--- src/rtl/poe_seq_pkg.sv ---
package poe_seq_pkg;

    localparam int ADDR_W = 3;
    localparam int DATA_W = 8;
    localparam int CODE_W = 3;

    typedef enum logic [1:0] {
        MODE_OFF     = 2'b00,
        MODE_MANUAL  = 2'b01,
        MODE_AUTO    = 2'b10,
        MODE_MIDSPAN = 2'b11
    } op_mode_e;

    typedef enum logic [1:0] {
        ST_IDLE     = 2'b00,
        ST_DETECT   = 2'b01,
        ST_CLASSIFY = 2'b10,
        ST_POWERED  = 2'b11
    } port_st_e;

    localparam logic [ADDR_W-1:0] A_CFG      = 3'd0;
    localparam logic [ADDR_W-1:0] A_CMD      = 3'd1;
    localparam logic [ADDR_W-1:0] A_EVT_PEEK = 3'd2;
    localparam logic [ADDR_W-1:0] A_EVT_COR  = 3'd3;
    localparam logic [ADDR_W-1:0] A_STAT     = 3'd4;

    localparam logic [CODE_W-1:0] DET_OK = 3'b100;

    // Per-edge events raised by the state machine toward the register file
    typedef struct packed {
        logic det_end_set;
        logic cls_end_set;
        logic clr_det;
        logic clr_cls;
    } fsm_evt_t;

    function automatic logic [DATA_W-1:0] stat_word(port_st_e st,
                                                    logic [CODE_W-1:0] dc,
                                                    logic [CODE_W-1:0] cc);
        return DATA_W'({st, cc, dc});
    endfunction

endpackage

--- src/rtl/poe_backoff_timer.sv ---
module poe_backoff_timer #(
    parameter int CLK_FREQ_HZ = 25_000_000,
    parameter int BACKOFF_MS  = 2000
) (
    input  logic clk,
    input  logic rst,
    input  logic clr,
    input  logic start,
    output logic busy
);
    localparam int PRESC = (CLK_FREQ_HZ / 1000 < 1) ? 1 : CLK_FREQ_HZ / 1000;
    localparam int MS    = (BACKOFF_MS < 1) ? 1 : BACKOFF_MS;
    localparam int PW    = $clog2(PRESC + 1);
    localparam int MW    = $clog2(MS + 1);

    logic          tick;
    logic [MW-1:0] ms_q;

    generate
        if (PRESC == 1) begin : g_nopre
            assign tick = 1'b1;
        end else begin : g_pre
            logic [PW-1:0] pre_q;
            always_ff @(posedge clk) begin
                if (rst || clr || start || !busy)
                    pre_q <= '0;
                else if (pre_q == PW'(PRESC - 1))
                    pre_q <= '0;
                else
                    pre_q <= pre_q + 1'b1;
            end
            assign tick = busy && (pre_q == PW'(PRESC - 1));
        end
    endgenerate

    // busy stays high for exactly PRESC*MS cycles after start
    always_ff @(posedge clk) begin
        if (rst || clr) begin
            busy <= 1'b0;
            ms_q <= '0;
        end else if (start) begin
            busy <= 1'b1;
            ms_q <= '0;
        end else if (busy && tick) begin
            if (ms_q == MW'(MS - 1))
                busy <= 1'b0;
            else
                ms_q <= ms_q + 1'b1;
        end
    end

endmodule

--- src/rtl/poe_cmd_regs.sv ---
module poe_cmd_regs
    import poe_seq_pkg::*;
#(
    parameter op_mode_e RESET_MODE = MODE_AUTO
) (
    input  logic              clk,
    input  logic              rst,
    input  logic              legacy_pin,
    input  logic              wr_en,
    input  logic [ADDR_W-1:0] wr_addr,
    input  logic [DATA_W-1:0] wr_data,
    input  logic              rd_en,
    input  logic [ADDR_W-1:0] rd_addr,
    input  port_st_e          st,
    input  logic [CODE_W-1:0] det_code,
    input  logic [CODE_W-1:0] cls_code,
    input  fsm_evt_t          evt,
    output op_mode_e          mode,
    output logic              hicap,
    output logic              det_en,
    output logic              cls_en,
    output logic              pwr_req,
    output logic              det_end,
    output logic [DATA_W-1:0] rd_data
);
    logic     wr_cfg, wr_cmd, cmd_ok, cor_hit;
    op_mode_e new_mode;

    assign wr_cfg   = wr_en && (wr_addr == A_CFG);
    assign wr_cmd   = wr_en && (wr_addr == A_CMD);
    assign new_mode = op_mode_e'(wr_data[1:0]);
    assign cmd_ok   = (mode != MODE_OFF) && (st != ST_POWERED);
    assign cor_hit  = rd_en && (rd_addr == A_EVT_COR);
    assign pwr_req  = wr_cmd && wr_data[2] && (mode != MODE_OFF);

    always_ff @(posedge clk) begin
        if (rst) begin
            mode   <= RESET_MODE;
            hicap  <= legacy_pin;
            det_en <= 1'b0;
            cls_en <= 1'b0;
        end else begin
            if (evt.clr_det) det_en <= 1'b0;
            if (evt.clr_cls) cls_en <= 1'b0;
            if (wr_cmd && cmd_ok) begin
                det_en <= wr_data[0];
                cls_en <= wr_data[1];
            end
            if (wr_cfg) begin
                mode  <= new_mode;
                hicap <= wr_data[2];
                if (new_mode == MODE_MANUAL && mode != MODE_MANUAL) begin
                    det_en <= 1'b0;
                    cls_en <= 1'b0;
                end
            end
        end
    end

    // Event flag: a new set beats a same-cycle clear-on-read
    always_ff @(posedge clk) begin
        if (rst || mode == MODE_OFF)
            det_end <= 1'b0;
        else if (evt.det_end_set)
            det_end <= 1'b1;
        else if (cor_hit)
            det_end <= 1'b0;
    end

    always_comb begin
        rd_data = '0;
        case (rd_addr)
            A_CFG:      rd_data = DATA_W'({hicap, mode});
            A_CMD:      rd_data = DATA_W'({cls_en, det_en});
            A_EVT_PEEK: rd_data = DATA_W'(det_end);
            A_EVT_COR:  rd_data = DATA_W'(det_end);
            A_STAT:     rd_data = stat_word(st, det_code, cls_code);
            default:    rd_data = '0;
        endcase
    end

endmodule

--- src/rtl/poe_port_fsm.sv ---
module poe_port_fsm
    import poe_seq_pkg::*;
(
    input  logic              clk,
    input  logic              rst,
    input  op_mode_e          mode,
    input  logic              det_en,
    input  logic              cls_en,
    input  logic              pwr_req,
    input  logic              backoff_busy,
    input  logic              det_done,
    input  logic [CODE_W-1:0] det_result,
    input  logic              cls_done,
    input  logic [CODE_W-1:0] cls_result,
    output port_st_e          st,
    output logic              det_start,
    output logic              cls_start,
    output logic [CODE_W-1:0] det_code,
    output logic [CODE_W-1:0] cls_code,
    output fsm_evt_t          evt,
    output logic              backoff_start
);
    port_st_e st_n;
    logic     dstart_n, cstart_n, manual;

    assign manual = (mode == MODE_MANUAL);

    always_comb begin
        st_n          = st;
        evt           = '0;
        dstart_n      = 1'b0;
        cstart_n      = 1'b0;
        backoff_start = 1'b0;
        if (mode == MODE_OFF) begin
            st_n = ST_IDLE;
        end else if (pwr_req) begin
            st_n = ST_POWERED;
        end else begin
            case (st)
                ST_IDLE: begin
                    if (det_en && !backoff_busy) begin
                        st_n     = ST_DETECT;
                        dstart_n = 1'b1;
                    end else if (cls_en && !det_en) begin
                        st_n     = ST_CLASSIFY;
                        cstart_n = 1'b1;
                    end
                end
                ST_DETECT: begin
                    if (det_done) begin
                        evt.det_end_set = 1'b1;
                        evt.clr_det     = manual;
                        if (det_result == DET_OK && cls_en) begin
                            st_n     = ST_CLASSIFY;
                            cstart_n = 1'b1;
                        end else begin
                            st_n          = ST_IDLE;
                            evt.clr_cls   = manual;
                            backoff_start = (mode == MODE_MIDSPAN) &&
                                            (det_result != DET_OK);
                        end
                    end
                end
                ST_CLASSIFY: begin
                    if (cls_done) begin
                        evt.cls_end_set = 1'b1;
                        evt.clr_cls     = manual;
                        st_n            = ST_IDLE;
                    end
                end
                default: st_n = st;
            endcase
        end
    end

    always_ff @(posedge clk) begin
        if (rst) begin
            st        <= ST_IDLE;
            det_start <= 1'b0;
            cls_start <= 1'b0;
            det_code  <= '0;
            cls_code  <= '0;
        end else begin
            st        <= st_n;
            det_start <= dstart_n;
            cls_start <= cstart_n;
            if (mode == MODE_OFF) begin
                det_code <= '0;
                cls_code <= '0;
            end else begin
                if (evt.det_end_set) det_code <= det_result;
                if (evt.cls_end_set) cls_code <= cls_result;
            end
        end
    end

endmodule

--- src/rtl/poe_port_seq.sv ---
module poe_port_seq
    import poe_seq_pkg::*;
#(
    parameter int       CLK_FREQ_HZ = 25_000_000,
    parameter int       BACKOFF_MS  = 2000,
    parameter op_mode_e RESET_MODE  = MODE_AUTO
) (
    input  logic       clk,
    input  logic       rst,
    input  logic       legacy_pin,
    input  logic       wr_en,
    input  logic [2:0] wr_addr,
    input  logic [7:0] wr_data,
    input  logic       rd_en,
    input  logic [2:0] rd_addr,
    output logic [7:0] rd_data,
    output logic       det_start,
    input  logic       det_done,
    input  logic [2:0] det_result,
    output logic       cls_start,
    input  logic       cls_done,
    input  logic [2:0] cls_result,
    output logic       pwr_en
);
    op_mode_e          mode;
    port_st_e          st;
    fsm_evt_t          evt;
    logic              hicap, det_en, cls_en, pwr_req, det_end;
    logic              backoff_busy, backoff_start;
    logic [CODE_W-1:0] det_code, cls_code;

    poe_cmd_regs #(.RESET_MODE(RESET_MODE)) u_regs (
        .clk        (clk),
        .rst        (rst),
        .legacy_pin (legacy_pin),
        .wr_en      (wr_en),
        .wr_addr    (wr_addr),
        .wr_data    (wr_data),
        .rd_en      (rd_en),
        .rd_addr    (rd_addr),
        .st         (st),
        .det_code   (det_code),
        .cls_code   (cls_code),
        .evt        (evt),
        .mode       (mode),
        .hicap      (hicap),
        .det_en     (det_en),
        .cls_en     (cls_en),
        .pwr_req    (pwr_req),
        .det_end    (det_end),
        .rd_data    (rd_data)
    );

    poe_port_fsm u_fsm (
        .clk           (clk),
        .rst           (rst),
        .mode          (mode),
        .det_en        (det_en),
        .cls_en        (cls_en),
        .pwr_req       (pwr_req),
        .backoff_busy  (backoff_busy),
        .det_done      (det_done),
        .det_result    (det_result),
        .cls_done      (cls_done),
        .cls_result    (cls_result),
        .st            (st),
        .det_start     (det_start),
        .cls_start     (cls_start),
        .det_code      (det_code),
        .cls_code      (cls_code),
        .evt           (evt),
        .backoff_start (backoff_start)
    );

    poe_backoff_timer #(
        .CLK_FREQ_HZ (CLK_FREQ_HZ),
        .BACKOFF_MS  (BACKOFF_MS)
    ) u_backoff (
        .clk   (clk),
        .rst   (rst),
        .clr   (mode != MODE_MIDSPAN),
        .start (backoff_start),
        .busy  (backoff_busy)
    );

    // Shutdown cuts the switch combinationally, ahead of the state update
    assign pwr_en = (st == ST_POWERED) && (mode != MODE_OFF);

endmodule

--- config.mk ---
export PLATFORM = sky130hd
export DESIGN_NAME = poe_port_seq
export DESIGN_NICKNAME = d
export VERILOG_FILES = /design/src/rtl/poe_seq_pkg.sv /design/src/rtl/poe_backoff_timer.sv /design/src/rtl/poe_cmd_regs.sv /design/src/rtl/poe_port_fsm.sv /design/src/rtl/poe_port_seq.sv
export SDC_FILE = /design/constraint.sdc
export NUM_CORES = 1
export LEC_CHECK = 0
export BUFFER_PORTS_ARGS = -buffer_cell sky130_fd_sc_hd__buf_4
export CAP_MARGIN = 20
export CORE_ASPECT_RATIO = 0.6
export CORE_MARGIN = 8
export CORE_UTILIZATION = 50
export DETAILED_ROUTE_END_ITERATION = 6
export PLACE_DENSITY_LB_ADDON = 0.15
export REMOVE_ABC_BUFFERS = 1
export SKIP_LAST_GASP = 1
export SLEW_MARGIN = 10
export SYNTH_ARGS = -nofsm -noshare
export SYNTH_HDL_FRONTEND = slang
export SYNTH_SLANG_ARGS = --single-unit
--- constraint.sdc ---
create_clock -name clk -period 5.6 [get_ports clk]
set_input_delay 0.84 -clock clk [delete_from_list [all_inputs] [get_ports clk]]
set_output_delay 0.84 -clock clk [all_outputs]
set_load 0.02 [all_outputs]
Yosys cells after proc, flatten, opt, wreduce, memory -nomap -nowiden
Cells that the tools add are included.
{ "totals": {"ff_bits": 43, "inputBits": 27, "output_inout_bits": 11, "word_cells": 123} }
{ "classes": {"n_addsub": 2, "n_eq_ne": 21, "n_mux": 45, "bitwise_logic": 2, "n_reduce_logical": 40} }
{ "op_table": {"columns": ["operator", "count"], "rows": [
  ["$mux 1", 32],
  ["$pmux 8 s4", 1],
  ["$add 15x1->15 const B", 1],
  ["$eq 15x15->1 const B", 1],
  ["$logic_and 1x1->1", 15],
  ["$mux 2", 7],
  ["$add 11x1->11 const B", 1],
  ["$eq 11x11->1 const B", 1],
  ["$reduce_bool 2->1", 5],
  ["$ne 3x3->1 const B", 3],
  ["$mux 4", 2],
  ["$reduce_or 2->1", 4],
  ["$eq 2x1->1 const B", 3],
  ["$eq 2x2->1 const B", 3],
  ["$eq 3x1->1 const B", 2],
  ["$eq 3x2->1 const B", 2],
  ["$eq 3x3->1 const B", 2],
  ["$logic_not 3->1", 2],
  ["$pmux 2 s3", 1],
  ["$logic_not 2->1", 2],
  ["$logic_or 1x1->1", 4],
  ["$ne 2x2->1 const B", 2],
  ["$ne 4x2->1 const B", 1],
  ["$pmux 1 s2", 2],
  ["other kinds (8)", 11]
]} }

Logic depth before layout (Yosys ltp)
{ "logic_depth": {"word_depth": 11, "ltp_mapped": 6, "mapped_depth_nobuf": 6} }

By module
A second synthesis with hierarchy kept.
{ "unflattened": {"hier_cells": 268, "area_unflattened_um2": 2328.5} }
{ "modules_own_cells": {"columns": ["module", "instances", "cells_per_inst", "area_per_inst_um2", "seq_area_each_um2"], "rows": [
  ["poe_backoff_timer", 1, 150, 1292.5, 540.5],
  ["poe_port_fsm", 1, 61, 568.0, 200.2],
  ["poe_cmd_regs", 1, 55, 454.2, 130.1],
  ["poe_port_seq", 1, 2, 13.8, 0.0]
]} }

Worst setup path before layout
Ideal clock, no wire load.
{ "synth_path": {"kind": "input-to-output", "startpoint": "input port rd_addr[2]", "endpoint": "output port rd_data[2]", "t_arrival_ns": 1.633, "required_time_ns": 4.760, "setup_slack_ns": 3.127, "path_stages": 3, "n_path_buf": 1, "cell_sequence": "clkbuf_1 mux2i_1 nor3_1"} }
{ "synth_via": {"elab_chain_cells": 3, "word_cells_on_any_way": 7, "cone_classes": "eq/ne (4); mux (1); reduce/logical (2)"} }
{ "synth_lines": {"columns": ["element", "line", "text"], "rows": [
  ["start: declaration", "poe_port_seq.sv:15", "input logic [2:0] rd_addr,"],
  ["$eq 3x2->1", "poe_cmd_regs.sv:72", "case (rd_addr)"],
  ["$reduce_or 2->1 (no source line)", null, null],
  ["$pmux 8 s4 *", "poe_cmd_regs.sv:72", null],
  ["end: declaration", "poe_port_seq.sv:16", "output logic [7:0] rd_data,"]
]} }
Every way passes the cells marked *; elsewhere a longest branch is shown, timed or not.

Final worst setup path
{ "layout_path": {"startpoint": "input port rd_addr[2]", "endpoint": "output port rd_data[0]"} }
The elaborated chain is that of the path after synthesis.

==> flow_metrics.py <==
metrics = {
    "floorplan": {
        "rows": 19,
        "dieArea_um2": 7050,
        "core_um2": 4470,
        "io_pins": 38,
        "fp.dieW_um": 103,
        "fp.dieH_um": 68.3,
        "start_util_pct": 51.0,
    },
    "sta": {
        "holdWs_ps": 488,
        "finalHoldViolCount": 0,
        "slew_headroom_pct": 38.2,
        "min_period_ps": 2450,
        "rsz0062_at_grt": "no",
        "setup_violations": 0,
        "max_freq_mhz": 408,
        "fin_worst_skew_ps": 11.3,
        "tns_ps": 0,
        "worst_pin_slew_ps": 915,
        "period_share_pct": 43.7,
        "slew_violations": 0,
    },
    "critical_path": {
        "crit_path_max_fanout": 11,
        "arrival_ps": 1610,
        "end_kind": "output port",
        "startpoint_type": "primary input",
        "required_ps": 4760,
        "criticalPathCategory": "in -> out",
    },
    "cells_and_area": {
        "final_common_cell": "dfxtp_1",
        "instances_no_fill": 364,
        "layout.nets": 333,
        "syn_to_final_growth_pct": 17.2,
        "fin_util_pct": 59.8,
        "drive_gt1_share_pct": 14.6,
        "final_cell_mix": "dfxtp_1, nor2_1, buf_4",
        "diodes": 0,
        "fillCellCount": 448,
    },
    "placed_design": {
        "dp_hpwl_um": 4040,
        "portBuffers": 32,
        "place_inst": 356,
        "routabilityCongestion": 0.850,
    },
    "yosys": {
        "synth_top_family_by_area": "simple AND/OR/NAND/NOR gates",
        "synthMuxAreaShare_pct": 5.27,
        "syn_inst": 268,
        "synth_flop_cell": "dfxtp_1",
        "synth_area_um2": 2280,
        "synth.distinct_cells": 49,
        "synth_edf_count": 1,
        "syn_avg_cell_area_um2": 8.51,
        "async_reset_ff_share_pct": 0,
        "synth_seq_cells": 43,
        "synth_compound_area_share_pct": 14.0,
        "yosysWarnings": 0,
        "yosysSeqAreaShare_pct": 38.2,
        "synthAdderAreaFrac_pct": 3.29,
        "synth-simple-area-share_pct": 30.2,
        "synth_xor_area_share_pct": 4.99,
    },
    "run_status": {
        "status": "complete, no violations",
    },
    "run": {
        "drv_cap": 0,
    },
    "routing": {
        "wirelength_um": 5310,
        "drc": 0,
        "ant_nets": 0,
        "drtIter0Drc": 145,
        "avgRoutedWirePerCell_um": 14.6,
        "first_pass_iters": 4,
        "vias": 2072,
        "via_per_inst": 5.69,
    },
    "global_route": {
        "grt_usage_pct": 16.1,
        "grt_max_degree": 16,
        "grt_pass1_vias": 1797,
        "grt_pass1_wl_um": 8810,
        "overflow": 0,
        "grt_antenna_before_repair": 0,
    },
    "power": {
        "leakagePower_nw": 0.897,
        "power_density_nw_per_um2": 237,
        "peakVddDrop_uv": 132,
        "power_uw": 632,
    },
    "clock_network": {
        "cts_buffer_depth": 2,
        "cts_buffers": 5,
        "htree_levels": 2,
        "post_cts_buffers": 0,
        "clk_pin_slew_ps": 80,
        "cts_tree": "yes",
        "cts-hold-fix-buffers": 0,
        "cts_resized": 0,
        "cts_num_sinks": 43,
        "root_buffer": "clkbuf_8",
        "clkLatencyLatePin_ps": 300,
    },
    "min_path": {
        "hold_class": "reg -> reg",
    },
}
where the power goes:
group | internal (mW) | switching (mW) | leakage (nW)
clock network | 0.134 | 0.106 | 0.0524
logic | 0.0345 | 0.0398 | 0.497
registers | 0.313 | 0.00475 | 0.349
total | 0.481 | 0.151 | 0.897
path summary, 6_finish.rpt:
check | from | to | slack (ps) | cells after the start
worst max register to register | u_backoff.g_pre.pre_q[3] | u_backoff.g_pre.pre_q[2] | 3290 | 4
worst max-delay path | rd_addr[2] | rd_data[0] | 3150 | 4
worst min-delay path | u_backoff.g_pre.pre_q[0] | u_backoff.g_pre.pre_q[0] | 490 | 1
worst min register to register | u_backoff.g_pre.pre_q[0] | u_backoff.g_pre.pre_q[0] | 490 | 1
layout make-up:
| type | count | area, um2 | area share [%] |
|---|---|---|---|
| multi-input cells | 203 | 1320 | 49.3 |
| flip-flops and latches | 43 | 871 | 32.6 |
| inverters | 14 | 52.6 | 1.97 |
| clock inverters | 1 | 30.0 | 1.12 |
| clock buffers | 7 | 76.3 | 2.86 |
| well taps | 63 | 78.8 | 2.95 |
| repair buffers | 33 | 245 | 9.18 |
routing by layer:
layer | routed length (um) | vias to the layer above | share of wire (%) | global-route usage (%)
li1 | - | 1052 | - | -
met2 | 1990 | 54 | 37 | 21.1
met4 | 38 | 0 | 0.72 | 5.37
met5 | 0 | - | 0 | 0
met3 | 361 | 5 | 6.8 | 4.26
met1 | 2930 | 961 | 55 | 24.2
cell families after synthesis:
kind of cell    after synthesis
simple gates                126
fa+ha+maj                     6
buf+inv                      22
flops                        43
xor+xnor                     13
mux                          12
compound gates               46
registers in the layout (all words and copies together), names as in the netlist, 2 cells and up:
name and cells:
u_backoff.ms_q 11, u_regs.mode 2, u_fsm.det_code 3, u_fsm.st 2, u_backoff.g_pre.pre_q 15, u_fsm.cls_code 3
metrics by stage:
stage / worst slack (ps) / instance area, um2
after global routing: 2990 / 2670
after detailed placement: 2840 / 2560
after floorplan: 3240 / 2240
after global placement: 2880 / 2560
after CTS: 3160 / 2670
final: 3150 / 2670
synth_stat cells (7+ instances only):
master,count,area share (%)
nor2_1,34,5.6
nand2_1,21,3.5
mux2i_1,12,5.3
dfxtp_1,42,37
and3_1,8,2.2
nor3_1,7,1.5
xnor2_1,11,4.2
nand3_1,15,3.3
a21oi_1,16,3.5
inv_1,14,2.3
nand4_1,7,1.9
critical path, cell delays in order:
cell	delay (ps)
buf_4	160
mux2i_1	140
o32ai_1	270
buf_4	200
Power figures use the tool's default switching activity.
